--- src/rtl/ledTogglePkg.sv ---
`timescale 1ns/1ps
package ledTogglePkg;

  // Strobes from the control sequencer to the datapath.
  typedef struct packed {
    logic capture;   // latch the input bit (run accepted)
    logic clearIdx;  // reset the loop index to zero
    logic stepIdx;   // advance the loop index
    logic writeOut;  // update the output register with the inverted input
  } togStrobes_t;

  typedef enum logic {
    ST_IDLE = 1'b0,
    ST_BUSY = 1'b1
  } togState_e;

endpackage

--- src/rtl/toggleDatapath.sv ---
`timescale 1ns/1ps
module toggleDatapath
  import ledTogglePkg::*;
#(
  parameter int CNT_MAX = 100000000,
  parameter int IDX_W   = 32
) (
  input  logic        clk,
  input  logic        rst,
  input  togStrobes_t strb,
  input  logic        dinVld,
  input  logic        din,
  output logic        idxAtFlag,
  output logic        idxAtLast,
  output logic        dout,
  output logic        doutVld
);

  localparam logic [IDX_W-1:0] FLAG_IDX = IDX_W'(CNT_MAX - 2);
  localparam logic [IDX_W-1:0] LAST_IDX = IDX_W'(CNT_MAX - 1);

  logic [IDX_W-1:0] loopIdx;
  logic             inReg;

  always_ff @(posedge clk) begin
    if (rst) begin
      loopIdx <= '0;
    end else if (strb.clearIdx) begin
      loopIdx <= '0;
    end else if (strb.stepIdx) begin
      loopIdx <= loopIdx + 1'b1;
    end
  end

  always_ff @(posedge clk) begin
    if (rst) begin
      inReg <= 1'b0;
    end else if (strb.capture && dinVld) begin
      inReg <= din;
    end
  end

  always_ff @(posedge clk) begin
    if (rst) begin
      dout    <= 1'b0;
      doutVld <= 1'b0;
    end else begin
      doutVld <= strb.writeOut;
      if (strb.writeOut) begin
        dout <= ~inReg;
      end
    end
  end

  assign idxAtFlag = (loopIdx == FLAG_IDX);
  assign idxAtLast = (loopIdx == LAST_IDX);

endmodule

--- src/rtl/toggleControl.sv ---
`timescale 1ns/1ps
module toggleControl
  import ledTogglePkg::*;
(
  input  logic        clk,
  input  logic        rst,
  input  logic        start,
  input  logic        idxAtFlag,
  input  logic        idxAtLast,
  output togStrobes_t strb,
  output logic        done,
  output logic        idle,
  output logic        ready
);

  togState_e state, stateNxt;

  always_ff @(posedge clk) begin
    if (rst) begin
      state <= ST_IDLE;
    end else begin
      state <= stateNxt;
    end
  end

  always_comb begin
    strb     = '0;
    done     = 1'b0;
    ready    = 1'b0;
    idle     = (state == ST_IDLE);
    stateNxt = state;
    unique case (state)
      ST_IDLE: begin
        if (start) begin
          strb.capture  = 1'b1;
          strb.clearIdx = 1'b1;
          stateNxt      = ST_BUSY;
        end
      end
      ST_BUSY: begin
        strb.stepIdx  = 1'b1;
        strb.writeOut = idxAtFlag;
        if (idxAtLast) begin
          done     = 1'b1;
          ready    = 1'b1;
          stateNxt = ST_IDLE;
        end
      end
      default: stateNxt = ST_IDLE;
    endcase
  end

endmodule

--- src/rtl/ledBlinkTop.sv ---
`timescale 1ns/1ps
module ledBlinkTop
  import ledTogglePkg::*;
#(
  parameter int CNT_MAX = 100000000,
  parameter int IDX_W   = 32,
  parameter int DELAY_W = 2
) (
  input  logic clk,
  input  logic rstN,
  output logic ledOut,
  output logic ledStrobe,
  output logic runIdle,
  output logic runDone
);

  if (CNT_MAX < 3) begin : g_badCnt
    $error("ledBlinkTop: CNT_MAX must be at least 3");
  end

  logic               rst;
  logic [DELAY_W-1:0] delayCnt;
  logic               startReq;
  logic               dinVldReg;
  logic               ledIn;
  logic               coreReady;
  logic               idxAtFlag;
  logic               idxAtLast;
  logic               doutBit;
  logic               doutVld;
  togStrobes_t        strb;

  assign rst = ~rstN;

  // Settle counter: runs until its top bit is set, then freezes.
  always_ff @(posedge clk) begin
    if (rst) begin
      delayCnt <= '0;
    end else if (!delayCnt[DELAY_W-1]) begin
      delayCnt <= delayCnt + 1'b1;
    end
  end

  always_ff @(posedge clk) begin
    if (rst) begin
      startReq  <= 1'b0;
      dinVldReg <= 1'b0;
    end else if (delayCnt[DELAY_W-1]) begin
      startReq  <= 1'b1;
      dinVldReg <= 1'b1;
    end
  end

  // Feedback: each valid result becomes the next run's input.
  always_ff @(posedge clk) begin
    if (rst) begin
      ledIn <= 1'b0;
    end else if (doutVld) begin
      ledIn <= doutBit;
    end
  end

  toggleControl u_ctrl (
    .clk       (clk),
    .rst       (rst),
    .start     (startReq),
    .idxAtFlag (idxAtFlag),
    .idxAtLast (idxAtLast),
    .strb      (strb),
    .done      (runDone),
    .idle      (runIdle),
    .ready     (coreReady)
  );

  toggleDatapath #(
    .CNT_MAX (CNT_MAX),
    .IDX_W   (IDX_W)
  ) u_dp (
    .clk       (clk),
    .rst       (rst),
    .strb      (strb),
    .dinVld    (dinVldReg),
    .din       (ledIn),
    .idxAtFlag (idxAtFlag),
    .idxAtLast (idxAtLast),
    .dout      (doutBit),
    .doutVld   (doutVld)
  );

  assign ledOut    = doutBit;
  assign ledStrobe = doutVld;

endmodule

--- config.mk ---
export PLATFORM = sky130hd
export DESIGN_NAME = ledBlinkTop
export DESIGN_NICKNAME = d
export VERILOG_FILES = /design/src/rtl/ledTogglePkg.sv /design/src/rtl/toggleDatapath.sv /design/src/rtl/toggleControl.sv /design/src/rtl/ledBlinkTop.sv
export SDC_FILE = /design/constraint.sdc
export NUM_CORES = 1
export LEC_CHECK = 0
export ABC_AREA = 1
export BUFFER_PORTS_ARGS = -buffer_cell sky130_fd_sc_hd__buf_2
export CELL_PAD_IN_SITES_DETAIL_PLACEMENT = 1
export CELL_PAD_IN_SITES_GLOBAL_PLACEMENT = 1
export CORE_MARGIN = 10
export CORE_UTILIZATION = 47
export CTS_CLUSTER_DIAMETER = 60
export CTS_CLUSTER_SIZE = 10
export DETAILED_ROUTE_END_ITERATION = 16
export GPL_TIMING_DRIVEN = 0
export PLACE_DENSITY = 0.81
export SETUP_SLACK_MARGIN = 0.2
export SLEW_MARGIN = 10
export SYNTH_ARGS = -nofsm -noshare
export SYNTH_HDL_FRONTEND = slang
export SYNTH_SLANG_ARGS = --single-unit
--- constraint.sdc ---
create_clock -name clk -period 2.7 [get_ports clk]
set_input_delay 0.54 -clock clk [delete_from_list [all_inputs] [get_ports clk]]
set_output_delay 0.54 -clock clk [all_outputs]
set_load 0.1 [all_outputs]
==> results of run 1 <==
sequential cells by signal, indices dropped and copies added (netlist names):
register      flops
u_dp.loopIdx     32
u_ctrl.state      1
u_dp.dout         1
u_dp.inReg        1
ledIn             1
delayCnt          2
u_dp.doutVld      1
dinVldReg         1
cells in the final DEF (no fill, tap or decap):
cell type  count
buf_2          7
clkbuf_8       7
nand4_1        6
and2_1         2
nor2_4         5
ha_1           2
nand3b_1       2
inv_1         34
xor2_1         3
dfxtp_1       38
or2_2          1
inv_2          1
dfxtp_2        2
nand2_2        3
o21ai_1        2
nor2_2         7
nand2_1       77
a21oi_1       19
buf_8          1
bufinv_16      1
and3b_2        1
xnor2_1        4
nand3_1       25
o21ai_0        7
nor2_1        80
nand3_2        1
nor3_1         6
per-layer routing:
metal | part of all wire | up-vias
li1 | - | 1064
met1 | 0.50 | 976
met2 | 0.46 | 22
met3 | 0.028 | 7
met4 | 0.011 | 0
met5 | 0 | -
critical path: cells and delay by family, from the launching register on:
kind                   cells  cell delay [ns]
AND/OR/NAND/NOR            5             0.91
flip-flops                 1             0.41
buffers and inverters      1             0.21
area by class of cell:
type / count / area [um2] / share of cell area
clock buffers: 7 / 96.34 / 0.04087
clock inverters: 1 / 30.03 / 0.01274
multi-input cells: 253 / 1181 / 0.5011
plain buffers: 3 / 15.01 / 0.006369
inverters: 35 / 131.4 / 0.05573
flip-flops and latches: 40 / 803.3 / 0.3408
repair buffers: 5 / 35.03 / 0.01486
well taps: 52 / 65.06 / 0.02760
logic make-up after synthesis:
logic type,synth area share
AO/OA/AOI/OAI,0.06635
flip-flops,0.3791
buffers and inverters,0.06931
AND/OR/NAND/NOR,0.4443
adder cells (fa/ha/maj),0.01185
XOR/XNOR,0.02903
cell usage after synthesis:
cell type / count / share of area
xor2_1: 3 / 0.012
nand2_1: 77 / 0.14
nand3b_1: 2 / 0.0071
xnor2_1: 4 / 0.017
inv_2: 1 / 0.0018
buf_2: 3 / 0.0071
a21oi_1: 19 / 0.045
nor2_1: 82 / 0.15
ha_1: 2 / 0.012
nand3_2: 1 / 0.0047
and3b_1: 1 / 0.0041
nand4_1: 6 / 0.018
o21ai_1: 2 / 0.0047
nand2_2: 3 / 0.0089
o21ai_0: 7 / 0.017
nand3_1: 25 / 0.059
nor2_4: 3 / 0.016
nor2_2: 7 / 0.021
nor3_1: 6 / 0.014
inv_1: 34 / 0.060
dfxtp_1: 40 / 0.38
and2_1: 2 / 0.0059
or2_2: 1 / 0.0030
worst min path at each step:
stage / from / to
floorplan: delayCnt[0]$_SDFFE_PN0N_ / delayCnt[0]$_SDFFE_PN0N_
global placement: u_dp.doutVld$_SDFF_PN0_ / ledIn$_SDFFE_PN0P_
detailed placement: delayCnt[0]$_SDFFE_PN0N_ / delayCnt[0]$_SDFFE_PN0N_
CTS: delayCnt[0]$_SDFFE_PN0N_ / delayCnt[0]$_SDFFE_PN0N_
global route: delayCnt[0]$_SDFFE_PN0N_ / delayCnt[0]$_SDFFE_PN0N_
finish: delayCnt[0]$_SDFFE_PN0N_ / delayCnt[0]$_SDFFE_PN0N_
report_power, final:
part	total (uW)	internal [uW]	switching, uW
Clock	542	326	216
Combinational	74.7	18.6	56.1
Sequential	608	600	8.36
Total	1220	945	280
metrics by stage:
stage	total power [uW]	hold WS, ns	utilization	setup WS, ns
floorplan	674.3	0.4363	-	0.4060
global placement	694.2	0.4427	0.5057	0.3391
detailed placement	696.5	0.4520	0.5057	0.2675
CTS	1234	0.4629	0.5394	0.2530
global route	1275	0.4741	0.5414	0.2059
finish	1225	0.4565	0.5414	0.3237
timing repair:
item	4_1_cts	5_1_grt
resized for setup	6	4
gates cloned	0	0
setup endpoints to repair	1	1
==> impl_metrics.json, run 1 <==
{
  "run_status": "finished, final reports clean",
  "clk_pin_slew_ns": 0.08,
  "finalNetCount": 347,
  "crit_path_top_delay_cell": "dfxtp_1",
  "slowest_delay_ns": 0.41,
  "r2r_slack_ns": 1.17,
  "min_period_ns": 2.376,
  "drt_iter0_markers": 97,
  "die_area_um2": 7575,
  "insertion_delay_ns": 0.30,
  "relSlewSlack": 0.6783,
  "diodes": 0,
  "worst_setup_path_start_kind": "flip-flop",
  "fin_crit_sh": 0.8801,
  "cts_tree": "yes",
  "synth-seq-area-share": 0.3791,
  "crit_required_ns": 2.16,
  "hp-class": "reg -> reg",
  "tns_ns": 0,
  "ys_seq_elements": 40,
  "worstMarginPinSlew_ns": 0.4859,
  "ir_worst_vdd_mv": 0.3856,
  "critical_path.startpoint": "u_dp.loopIdx[20]$_SDFFE_PP0P_",
  "syn_inst": 331,
  "setup.worst_path.end_class": "primary output",
  "grt_pass1_vias": 2079,
  "post-dp-hpwl_um": 4563,
  "skew_ns": 0.01068,
  "vias": 2069,
  "total_leakage_power_uw": 0.0008901,
  "busiest_layer": "met2",
  "start_util": 0.4851,
  "cts_max_level": 2,
  "place_area_um2": 2202,
  "met3_usage": 0.03277,
  "gp_congestion": 0.8747,
  "core_um2": 4354,
  "worstPathMaxFanout": 4,
  "dp.cells": 388,
  "num_rows": 24,
  "cellPowerDensity_nw_per_um2": 519.7,
  "area_growth_pct": 11.61,
  "yosys.cell_types.count": 23,
  "cp-endpoint": "runDone",
  "arrival_ns": 1.84,
  "cts_root_buffer": "clkbuf_8",
  "numPortBuffers": 5,
  "drt-total-wl_um": 5849,
  "antenna_found_initial": 0,
  "grt_use_met1": 0.2212,
  "cap_violations": 0,
  "track_usage": 0.1637,
  "drtPass1Iterations": 4,
  "use_met2": 0.2585,
  "drc": 0,
  "syn_area_um2": 2112,
  "ant_nets": 0,
  "ioPinCount": 6,
  "syn_avg_cell_area_um2": 6.381,
  "post_cts_buffers": 0,
  "r2r_start": "u_dp.loopIdx[15]$_SDFFE_PP0P_",
  "critical_path.cell_chain": "nand2_1 > nor2_2 > nand3_1 > nor2_4 > and3b_2 > buf_8",
  "final_hold_viol_count": 0,
  "holdBufCountCts": 0,
  "wl_per_cell_um": 14.77,
  "design_area_um2": 2357,
  "drv_slew": 0,
  "grt_max_degree": 13,
  "viasPerCell": 5.225,
  "die_x_um": 87.04,
  "crit_type": "reg -> out",
  "reg2reg_depth": 7,
  "setup_viol": 0,
  "worstReg2RegEnd": "u_dp.loopIdx[17]$_SDFFE_PP0P_",
  "fmax_mhz": 420.8,
  "ys_warn_count": 0,
  "grt-ovfl-total": 0,
  "n_fill_cell": 621,
  "fin_cells": 396,
  "hold_depth": 2,
  "rsz0062_at_grt": "no",
  "grt_first_pass_wirelength_um": 9949,
  "cts_buffer_depth": 2,
  "clock_sinks": 40,
  "cts_inserted_buffers": 5,
  "drive_above_1_share": 0.1076,
  "die_y_um": 87.04,
  "synth_fp_nets": 335
}
(Power assumes the default switching activity.)
==> run 2, diff against run 1 <==
--- a/config.mk
+++ b/config.mk
@@ -7,15 +7,13 @@
 export LEC_CHECK = 0
 export ABC_AREA = 1
 export BUFFER_PORTS_ARGS = -buffer_cell sky130_fd_sc_hd__buf_2
-export CELL_PAD_IN_SITES_DETAIL_PLACEMENT = 1
-export CELL_PAD_IN_SITES_GLOBAL_PLACEMENT = 1
 export CORE_MARGIN = 10
-export CORE_UTILIZATION = 47
+export CORE_UTILIZATION = 51
 export CTS_CLUSTER_DIAMETER = 60
 export CTS_CLUSTER_SIZE = 10
 export DETAILED_ROUTE_END_ITERATION = 16
 export GPL_TIMING_DRIVEN = 0
-export PLACE_DENSITY = 0.81
+export PLACE_DENSITY = 0.65
 export SETUP_SLACK_MARGIN = 0.2
 export SLEW_MARGIN = 10
 export SYNTH_ARGS = -nofsm -noshare
==> run 2 against run 1 <==
Compared with the run above:
- via count fell by 6.1%
- combinational power fell by 4.6%
- critical path depth did not move
- first-iteration DRC count rose by 11%
- sequential power barely moved
- design area fell by 0.48%
- register-to-register slack got worse by 0.02 ns
- critical endpoint unchanged
- cell count fell by 0.51%
==> impl_metrics.json, run 2 (synthesis gave the netlist of run 1 again) <==
{
  "skew_ns": 0.005376,
  "setup.worst_path.end_class": "primary output",
  "p_switching_uw": 269.8,
  "p_clk_frac": 0.440,
  "rsz0062_at_grt": "no",
  "diodes": 0,
  "core_um2": 4000,
  "combPwrFrac": 0.059,
  "cts_buffer_depth": 2,
  "reg2reg_depth": 8,
  "total_leakage_power_uw": 0.0008861,
  "setup_viol": 0,
  "gp_congestion": 0.8813,
  "num_rows": 23,
  "post-dp-hpwl_um": 3626,
  "min_period_ns": 2.395,
  "worstMarginPinSlew_ns": 0.4872,
  "cts_inserted_buffers": 5,
  "layout_common_cells": "80 x nor2_1, 77 x nand2_1, 39 x dfxtp_1, 34 x inv_1, 25 x nand3_1",
  "grt-ovfl-total": 0,
  "area_growth_pct": 11.08,
  "grt_max_degree": 13,
  "drt_iter0_markers": 108,
  "tns_ns": 0,
  "seqPwrFrac": 0.501,
  "ant_nets": 0,
  "wl_met2_um": 2000,
  "worst_setup_path_start_kind": "flip-flop",
  "wl_met1_um": 2438,
  "grt_pass1_vias": 1755,
  "insertion_delay_ns": 0.30,
  "clock_sinks": 40,
  "fmax_mhz": 417.6,
  "cts_root_buffer": "clkbuf_8",
  "final_hold_viol_count": 0,
  "viasPerCell": 4.929,
  "ir_worst_vdd_mv": 0.3647,
  "cellPowerDensity_nw_per_um2": 517.6,
  "crit_required_ns": 2.16,
  "top_regs": "u_dp.loopIdx (32), delayCnt (2)",
  "die_area_um2": 7115,
  "die_y_um": 84.35,
  "final_common_cell": "nor2_1",
  "crit_type": "reg -> out",
  "worstPathMaxFanout": 5,
  "hp-class": "reg -> reg",
  "netSwitchingFraction": 0.2222,
  "drtPass1Iterations": 4,
  "drt-total-wl_um": 4677,
  "ioPinCount": 6,
  "grt_first_pass_wirelength_um": 8038,
  "run_status": "finished, final reports clean",
  "drv_slew": 0,
  "numPortBuffers": 5,
  "arrival_ns": 1.85,
  "cts_tree": "yes",
  "drive_above_1_share": 0.1047,
  "fin_crit_sh": 0.8869,
  "wl_per_cell_um": 11.87,
  "antenna_found_initial": 0,
  "wl_met3_um": 170,
  "hold_depth": 1,
  "holdWs_ns": 0.4557,
  "start_util": 0.5280,
  "cts_max_level": 2,
  "drc": 0,
  "die_x_um": 84.35,
  "n_fill_cell": 407,
  "finalNetCount": 347,
  "largest_reg_flops": 32,
  "cap_violations": 0,
  "track_usage": 0.1345,
  "intPower_uw": 944.5,
  "largest-register": "u_dp.loopIdx",
  "vias": 1942,
  "relSlewSlack": 0.6774,
  "clk_pin_slew_ns": 0.07,
  "top_layer_used": "met4"
}
## run 2: layer usage
| layer | track usage | vias to the layer above |
|---|---|---|
| li1 | - | 1064 |
| met1 | 0.1752 | 852 |
| met2 | 0.2102 | 20 |
| met3 | 0.02899 | 6 |
| met4 | 0.05240 | 0 |
| met5 | 0 | - |
## run 2: cell type report
| type | count | area [um2] | share of cell area |
|---|---|---|---|
| inverter | 35 | 131.4 | 0.05600 |
| multi-input combinational | 253 | 1177 | 0.5019 |
| clock inverter | 1 | 30.03 | 0.01280 |
| sequential | 40 | 802.0 | 0.3419 |
| buffer | 3 | 15.01 | 0.006400 |
| tap | 50 | 62.56 | 0.02667 |
| timing repair buffer | 5 | 31.28 | 0.01333 |
| clock buffer | 7 | 96.34 | 0.04107 |
## run 2: power by group through the flow
| stage | registers, uW | logic [uW] | clock network, uW |
|---|---|---|---|
| 3_5_place_dp | 621 | 71.5 | 0 |
| 5_1_grt | 610 | 82.0 | 567 |
| 4_1_cts | 607 | 71.8 | 546 |
| 3_3_place_gp | 621 | 70.9 | 0 |
| 2_1_floorplan | 619 | 55.4 | 0 |
| 6_report | 608 | 71.3 | 535 |
## run 2: repair_timing
action | 4_1_cts | 5_1_grt
gates resized for setup | 3 | 4
buffers inserted | 0 | 0
setup endpoints to repair | 1 | 1
hold buffers | 0 | 0
## run 2: worst max-delay path: stages (launching register included)
cell and delay (ns):
dfxtp_1 0.42, ha_2 0.24, nand2_1 0.09, nor2_4 0.18, nand2_1 0.11, and3b_1 0.28
buf_6 0.24
## run 2: final timing paths
path                                              startpoint                            end  slack (ns)
worst max-delay path            u_dp.loopIdx[1]$_SDFFE_PP0P_                        runDone        0.31
worst min-delay path                 u_dp.doutVld$_SDFF_PN0_             ledIn$_SDFFE_PN0P_        0.46
worst max register to register  u_dp.loopIdx[1]$_SDFFE_PP0P_  u_dp.loopIdx[28]$_SDFFE_PP0P_        1.15
worst min register to register       u_dp.doutVld$_SDFF_PN0_             ledIn$_SDFFE_PN0P_        0.46
## run 2: per-stage QoR
stage / setup slack [ns] / total power (uW) / instance area (um2) / std cells / util
floorplan: 0.4060 / 674.3 / 2112 / 331 / -
global placement: 0.3676 / 692.3 / 2200 / 386 / 0.5499
detailed placement: 0.3520 / 692.9 / 2200 / 386 / 0.5499
CTS: 0.2096 / 1225 / 2335 / 394 / 0.5837
global route: 0.2054 / 1258 / 2346 / 394 / 0.5865
finish: 0.3053 / 1214 / 2346 / 394 / 0.5865
